`config.mk`:
```
export PLATFORM = sky130hd
export DESIGN_NAME = stn_dot_packer
export DESIGN_NICKNAME = d
export VERILOG_FILES = /design/src/rtl/stn_dot_packer.sv
export SDC_FILE = /design/constraint.sdc
export NUM_CORES = 1
export LEC_CHECK = 0
export BUFFER_PORTS_ARGS = -buffer_cell sky130_fd_sc_hd__buf_2
export CAP_MARGIN = 20
export CORE_ASPECT_RATIO = 0.75
export CORE_MARGIN = 5
export CORE_UTILIZATION = 36
export CTS_CLUSTER_DIAMETER = 50
export DETAILED_ROUTE_END_ITERATION = 7
export GPL_ROUTABILITY_DRIVEN = 0
export SLEW_MARGIN = 20
export SYNTH_ARGS = -nofsm -noshare
export SYNTH_HDL_FRONTEND = slang
export SYNTH_SLANG_ARGS = --single-unit
```
`constraint.sdc`:
```
create_clock -name clk -period 4.8 [get_ports clk]
set_clock_uncertainty 0.05 [all_clocks]
set_input_delay 0.48 -clock clk [delete_from_list [all_inputs] [get_ports clk]]
set_output_delay 0.48 -clock clk [all_outputs]
set_load 0.01 [all_outputs]
```
`src/rtl/stn_dot_packer.sv`:
```
module stn_dot_packer #(
  parameter int CAP = 11
) (
  input  logic        clk,
  input  logic        rst_n,
  input  logic [1:0]  scan_mode,
  input  logic [1:0]  pix_fmt,
  input  logic [15:0] gray_lut,
  input  logic        frame_tick,
  input  logic        dot_stb,
  input  logic        up_valid,
  input  logic [7:0]  up_pix,
  output logic        up_ready,
  input  logic        lo_valid,
  input  logic [7:0]  lo_pix,
  output logic        lo_ready,
  output logic [7:0]  vd
);
  localparam int CW = $clog2(CAP + 4);

  logic [3:0] fcnt;
  logic       dual, wide, rsvd;

  assign dual = (scan_mode == 2'b00);
  assign wide = (scan_mode == 2'b10);
  assign rsvd = (scan_mode == 2'b11);

  always_ff @(posedge clk)
    if (!rst_n) fcnt <= '0;
    else        fcnt <= fcnt + 4'(frame_tick);

  for (genvar g = 0; g < 2; g++) begin : g_lane
    logic [7:0]     pix;
    logic           vld, en, rdy, take, acc;
    logic [CW-1:0]  cnt, need, k, base;
    logic [CAP-1:0] dbuf, shifted;
    logic [2:0]     d;
    logic [7:0]     lane_out;

    assign pix  = (g == 1) ? lo_pix : up_pix;
    assign vld  = (g == 1) ? lo_valid : up_valid;
    assign en   = (g == 1) ? dual : !rsvd;
    assign need = (g == 0 && wide) ? CW'(8) : CW'(4);

    always_comb begin
      d = '0;
      k = CW'(1);
      case (pix_fmt)
        2'b00: d[0] = gray_lut[{pix[1:0], 2'b00} +: 4] > fcnt;
        2'b01: d[0] = pix[3:0] > fcnt;
        2'b10: begin
          d[0] = {pix[7:5], pix[7]} > fcnt;
          d[1] = {pix[4:2], pix[4]} > fcnt;
          d[2] = {pix[1:0], pix[1:0]} > fcnt;
          k    = CW'(3);
        end
        default: d = '0;
      endcase
    end

    assign rdy     = en && (cnt + k <= CW'(CAP));
    assign acc     = vld && rdy;
    assign take    = dot_stb && en && (cnt >= need);
    assign base    = take ? cnt - need : cnt;
    assign shifted = take ? dbuf >> need : dbuf;

    always_ff @(posedge clk)
      if (!rst_n) begin
        cnt  <= '0;
        dbuf <= '0;
      end else begin
        cnt  <= base + (acc ? k : CW'(0));
        dbuf <= acc ? (shifted | (CAP'(d) << base)) : shifted;
      end

    always_comb
      for (int i = 0; i < 8; i++) lane_out[7-i] = dbuf[i];

    p_cap_r12: assert property (@(posedge clk) disable iff (!rst_n)
      cnt <= CW'(CAP));
  end

  assign up_ready = g_lane[0].rdy;
  assign lo_ready = g_lane[1].rdy;

  always_ff @(posedge clk)
    if (!rst_n) vd <= '0;
    else if (dot_stb) begin
      if (rsvd)      vd <= '0;
      else if (wide) vd <= g_lane[0].take ? g_lane[0].lane_out : 8'h00;
      else           vd <= {g_lane[1].take ? g_lane[1].lane_out[7:4] : 4'h0,
                            g_lane[0].take ? g_lane[0].lane_out[7:4] : 4'h0};
    end

  p_hold_r11: assert property (@(posedge clk) disable iff (!rst_n)
    !dot_stb |=> $stable(vd));
  p_rsvd_idle_r9: assert property (@(posedge clk) disable iff (!rst_n)
    (scan_mode == 2'b11) |-> (!up_ready && !lo_ready));
  p_rsvd_zero_r9: assert property (@(posedge clk) disable iff (!rst_n)
    (scan_mode == 2'b11 && dot_stb) |=> (vd == 8'h00));
  p_lo_idle_r10: assert property (@(posedge clk) disable iff (!rst_n)
    (scan_mode != 2'b00) |-> !lo_ready);
  p_narrow_r1: assert property (@(posedge clk) disable iff (!rst_n)
    (scan_mode == 2'b01 && dot_stb) |=> (vd[7:4] == 4'h0));
endmodule

```
=== Word-level counts from Yosys, hierarchy flattened ===
Index checks and enable logic that the tools add are counted.

* Input bits: 42
* Memory bits (read-only): 0
* Logic and storage cells: 68
* Memories: 0
* Bits in latches: 0
* Output and inout port bits: 10
* RAM bits: 0
* Register bits: 42

* Eq/ne operators: 4
* Shifts and indexed selects: 5
* $mul: 0
* Muxes and demuxes: 19
* $lt $le $gt $ge: 14
* Bitwise gates (word level): 2
* Reduce and logical (&&, ||, !) cells: 11
* Div/mod/pow operators: 0
* Add/sub/neg operators: 7

{| class="wikitable"
|+ Operator list
! cell !! number
|-
| $mux 11 || 4
|-
| $gt 4x4->1 || 10
|-
| $shiftx 16x5->4 || 2
|-
| $mux 4 || 7
|-
| $mux 8 || 3
|-
| $or 11x11->11 || 2
|-
| $shl 3x4->11 || 2
|-
| $add 4x4->4 || 4
|-
| $shr 11x4->11 || 1
|-
| $le 4x4->1 const B || 2
|-
| $logic_and 1x1->1 || 8
|-
| $eq 2x2->1 const B || 3
|-
| $mux 2 || 3
|-
| $pmux 1 s3 || 2
|-
| $add 4x1->4 || 1
|-
| $ge 4x3->1 const B || 1
|-
| $ge 4x4->1 || 1
|-
| $logic_not 2->1 || 2
|-
| $sub 4x3->4 const B || 1
|-
| $sub 4x4->4 || 1
|-
| $eq 2x1->1 const B || 1
|-
| $logic_not 1->1 || 1
|}

=== Longest topological paths before layout ===
* Depth in word-level cells: 8
* Depth in mapped cells: 13
* Gate-level depth less buffers: 12

=== Least setup slack after synthesis ===
OpenSTA, ideal clock, no wires.

* Path type: input to register
* From: in scan_mode[0]
* To: reg g_lane[0].dbuf[5]
* Buffers on the path: 2
* Stages on the path: 10
* Setup time: 0.114 ns
* Data arrival time: 2.853 ns
* Data required time: 4.636 ns
* Path slack: 1.783 ns
* Cell sequence: buf_2 nand2b_1 clkbuf_1 ha_1 fa_1 a21oi_2 mux2i_1 nor3_2 a32o_1 a21o_1

* Cells in the longest elaborated chain, start to end: 8
* Elaborated cells between the ends (all ways): 16

{| class="wikitable"
|+ RTL lines
! item !! RTL line !! text
|-
| from (decl) || 6 || <nowiki>input logic [1:0] scan_mode,</nowiki>
|-
| $eq 2x2->1, on equally long branches || 25, 26 ||
|-
| $mux 4 or $logic_not 1->1 (tied branches) || n/a ||
|-
| $ge 4x4->1 or $logic_and 1x1->1 (tied branches) || 63 || <nowiki>assign take = dot_stb && en && (cnt >= need);</nowiki>
|-
| $logic_and 1x1->1 || 63 ||
|-
| $mux 4 || 64 || <nowiki>assign base = take ? cnt - need : cnt;</nowiki>
|-
| $shl 3x4->11 || 73 || <nowiki>dbuf <= acc ? (shifted | (CAP'(d) << base)) : shifted;</nowiki>
|-
| $or 11x11->11 || 73 ||
|-
| $mux 11 * || 73 ||
|-
| to (signal assigned) || 73 ||
|-
| to (decl) || 36 || <nowiki>logic [CAP-1:0] dbuf, shifted;</nowiki>
|}

Every way passes the cells marked *; elsewhere a longest branch is shown, timed or not.
A chain may end at the register's enable or synchronous reset.

=== Worst setup path in the final report ===
Same ends and word-level chain as after synthesis.

==> impl_metrics.csv <==
group,metric,value,unit
sta,layout_min_cycle_time,3220,ps
floorplanning,chipWidth,123,um
global_route,grt_antenna_before_repair,0,
floorplanning,io_pins,52,
sta,final-max-slew-violation-count,0,
cts,hold_buffers,0,
cells_and_area,diodes,0,
sta,slew_headroom,0.477,
sta,hold_violations,0,
floorplanning,die_area,11700,sq um
status,status,"complete, no violations",
setup_path,path_max_fanout,14,
floorplanning,design.core.area,9540,sq um
routing,routedWlPerCell,15.4,um
job,maxCapViolCount,0,
cts,post-cts-setup-buffers,0,
synthesis,ys_seq_elements,42,
sta,setup_tns,0,ps
routing,drc,0,
cells_and_area,multi_input_area,2480,sq um
routing,vias_per_cell,5.50,
worst_hold_path,hold_class,"flip-flop to flip-flop",
cells_and_area,final_cells,591,
floorplanning,die_h,95.1,um
synthesis,synth_cell_types,58,
synthesis,ys.flop_type,"dfxtp_1",
routing,drt_iter0_markers,284,
floorplanning,start_util,0.364,
power,power_density,248,nW/um^2
cts,post_cts_resized,0,
cells_and_area,final_cell_mix,"nand2_1, buf_2, ha_1",
sta,rsz0062_at_grt,"no",
synthesis,synthArstFlopShare,0,
cells_and_area,ff_latch_area,841,sq um
global_route,grt_pass1_vias,3218,
cts,cts_made_buffers,5,
setup_path,worstSetupStartpointType,"primary input",
cts,h-tree-depth,2,
cts,clock_latency,290,ps
placed_design,placed_cells,583,
cts,cts_sinks,42,
cells_and_area,area_delta_synth_final,15.3,%
global_route,grt_usage,0.162,
global_route,grt_max_degree,26,
synthesis,syn_area,3480,sq um
synthesis,syn_inst,416,
setup_path,crit_required,4940,ps
cells_and_area,drive_above_1_share,0.168,
power,vdd_drop_max,0.000114,V
sta,setup_viol,0,
synthesis,synth-edff-count,0,
sta,max_freq,0.311,GHz
synthesis,ys_warn_count,0,
cts,cts_root_buf,"clkbuf_16",
synthesis,syn_nets,508,
sta,finalCritPeriodShare,0.670,
routing,vias,3251,
global_route,grt_pass1_wl,15200,um
cells_and_area,final_nets,550,
placed_design,post-dp-hpwl,7030,um
synthesis,synth-seq-area-share,0.242,
global_route,grt-ovfl-total,0,
sta,tightest_slew,779,ps
synthesis,syn_area_per_cell,8.36,sq um
setup_path,cp-end-kind,"flip-flop",
synthesis,synth.largest_area_cell,"dfxtp_1",
routing,wl,9100,um
power,p_leak,1.64,nW
setup_path,arrival,3350,ps
cts,cts_buffer_depth,2,
routing,firstDrtPassIters,4,
setup_path,crit_type,"primary input to flip-flop",
cts,cts_tree,"yes",
placed_design,io_buffers,51,
cells_and_area,fill_cells,978,
synthesis,synthDominantCellAreaShare,0.242,
routing,antenna_left,0,
floorplanning,row_count,31,
cells_and_area,layout_commonest_cell,"nand2_1",
synthesis,yosys-top-cells-area,"dfxtp_1, ha_1, nand2_1",
cts,path_clk_slew,60,ps
metal layers:
layer / vias to the layer above / routed length (um) / GRT usage
met5: - / 0 / 0
met4: 0 / 128 / 0.0442
met3: 13 / 452 / 0.0350
met2: 75 / 4360 / 0.272
met1: 1533 / 4160 / 0.212
li1: 1630 / - / -
worst max-delay path, stage by stage:
cell and delay, ps:
buf_2 220, nand2b_1 470, inv_1 270, fa_1 530
a21oi_2 390, mux2i_1 430, nor3_2 140, a32o_1 270
a21o_1 150
power by group:
| group | internal, mW | switching [mW] |
|---|---|---|
| Combinational | 0.0982 | 0.136 |
| Sequential | 0.361 | 0.0219 |
| Clock | 0.236 | 0.141 |
metrics by stage:
| stage | power (mW) | setup WS (ps) | area [sq um] | utilization | hold slack [ps] |
|---|---|---|---|---|---|
| after floorplan | 0.550 | 1780 | 3480 | - | 406 |
| after global placement | 0.616 | 1480 | 3840 | 0.402 | 417 |
| after detailed placement | 0.624 | 1340 | 3840 | 0.402 | 426 |
| after CTS | 1.00 | 1640 | 4010 | 0.420 | 435 |
| after global routing | 1.05 | 1390 | 4010 | 0.420 | 454 |
| final | 0.994 | 1580 | 4010 | 0.420 | 437 |
final timing paths:
path / start / to / slack, ps / cells past startpoint
setup / recovery: scan_mode[0] / g_lane[0].dbuf[5] / 1580 / 9
hold / removal: g_lane[1].dbuf[4] / g_lane[1].dbuf[0] / 440 / 2
setup reg to reg: g_lane[1].cnt[1] / g_lane[1].cnt[3] / 1900 / 11
hold reg to reg: g_lane[1].dbuf[4] / g_lane[1].dbuf[0] / 440 / 2
area by class of cell:
type / count / area share
flip-flops and latches: 42 / 0.210
repair buffers: 53 / 0.0675
clock buffers: 8 / 0.0415
well taps: 132 / 0.0412
inverters: 23 / 0.0215
multi-input cells: 333 / 0.618
flip-flops by register name, indices dropped and copies added, names as in the netlist:
name         flops
g_lane.cnt       8
fcnt             4
vd               8
g_lane.dbuf     22
kinds of logic (layout without fill, tap and decap cells):
| logic type | Yosys count | in the layout | share of synthesized area |
|---|---|---|---|
| adder cells (fa/ha/maj) | 50 | 50 | 0.186 |
| AND/OR/NAND/NOR | 149 | 149 | 0.216 |
| XOR/XNOR | 7 | 7 | 0.0176 |
| multiplexers | 13 | 13 | 0.0666 |
| AO/OA/AOI/OAI | 114 | 114 | 0.226 |
| buffers and inverters | 41 | 84 | 0.0454 |
| flip-flops | 42 | 42 | 0.242 |
cells in the mapped netlist (5+ instances only):
library cell  number
a21oi_1           38
and2_1             7
clkbuf_1          15
dfxtp_1           42
ha_1              47
inv_1             22
mux4_2             8
nand2_1           52
nand3_1            9
nand4_1           10
nor2_1            33
nor2b_1            8
nor3_1             8
nor4_1             5
o211ai_1           8
o21a_1             8
o21ai_0            8
o2bb2ai_1          5
xnor2_1            5
No activity file was read; power rests on OpenSTA's default activity.
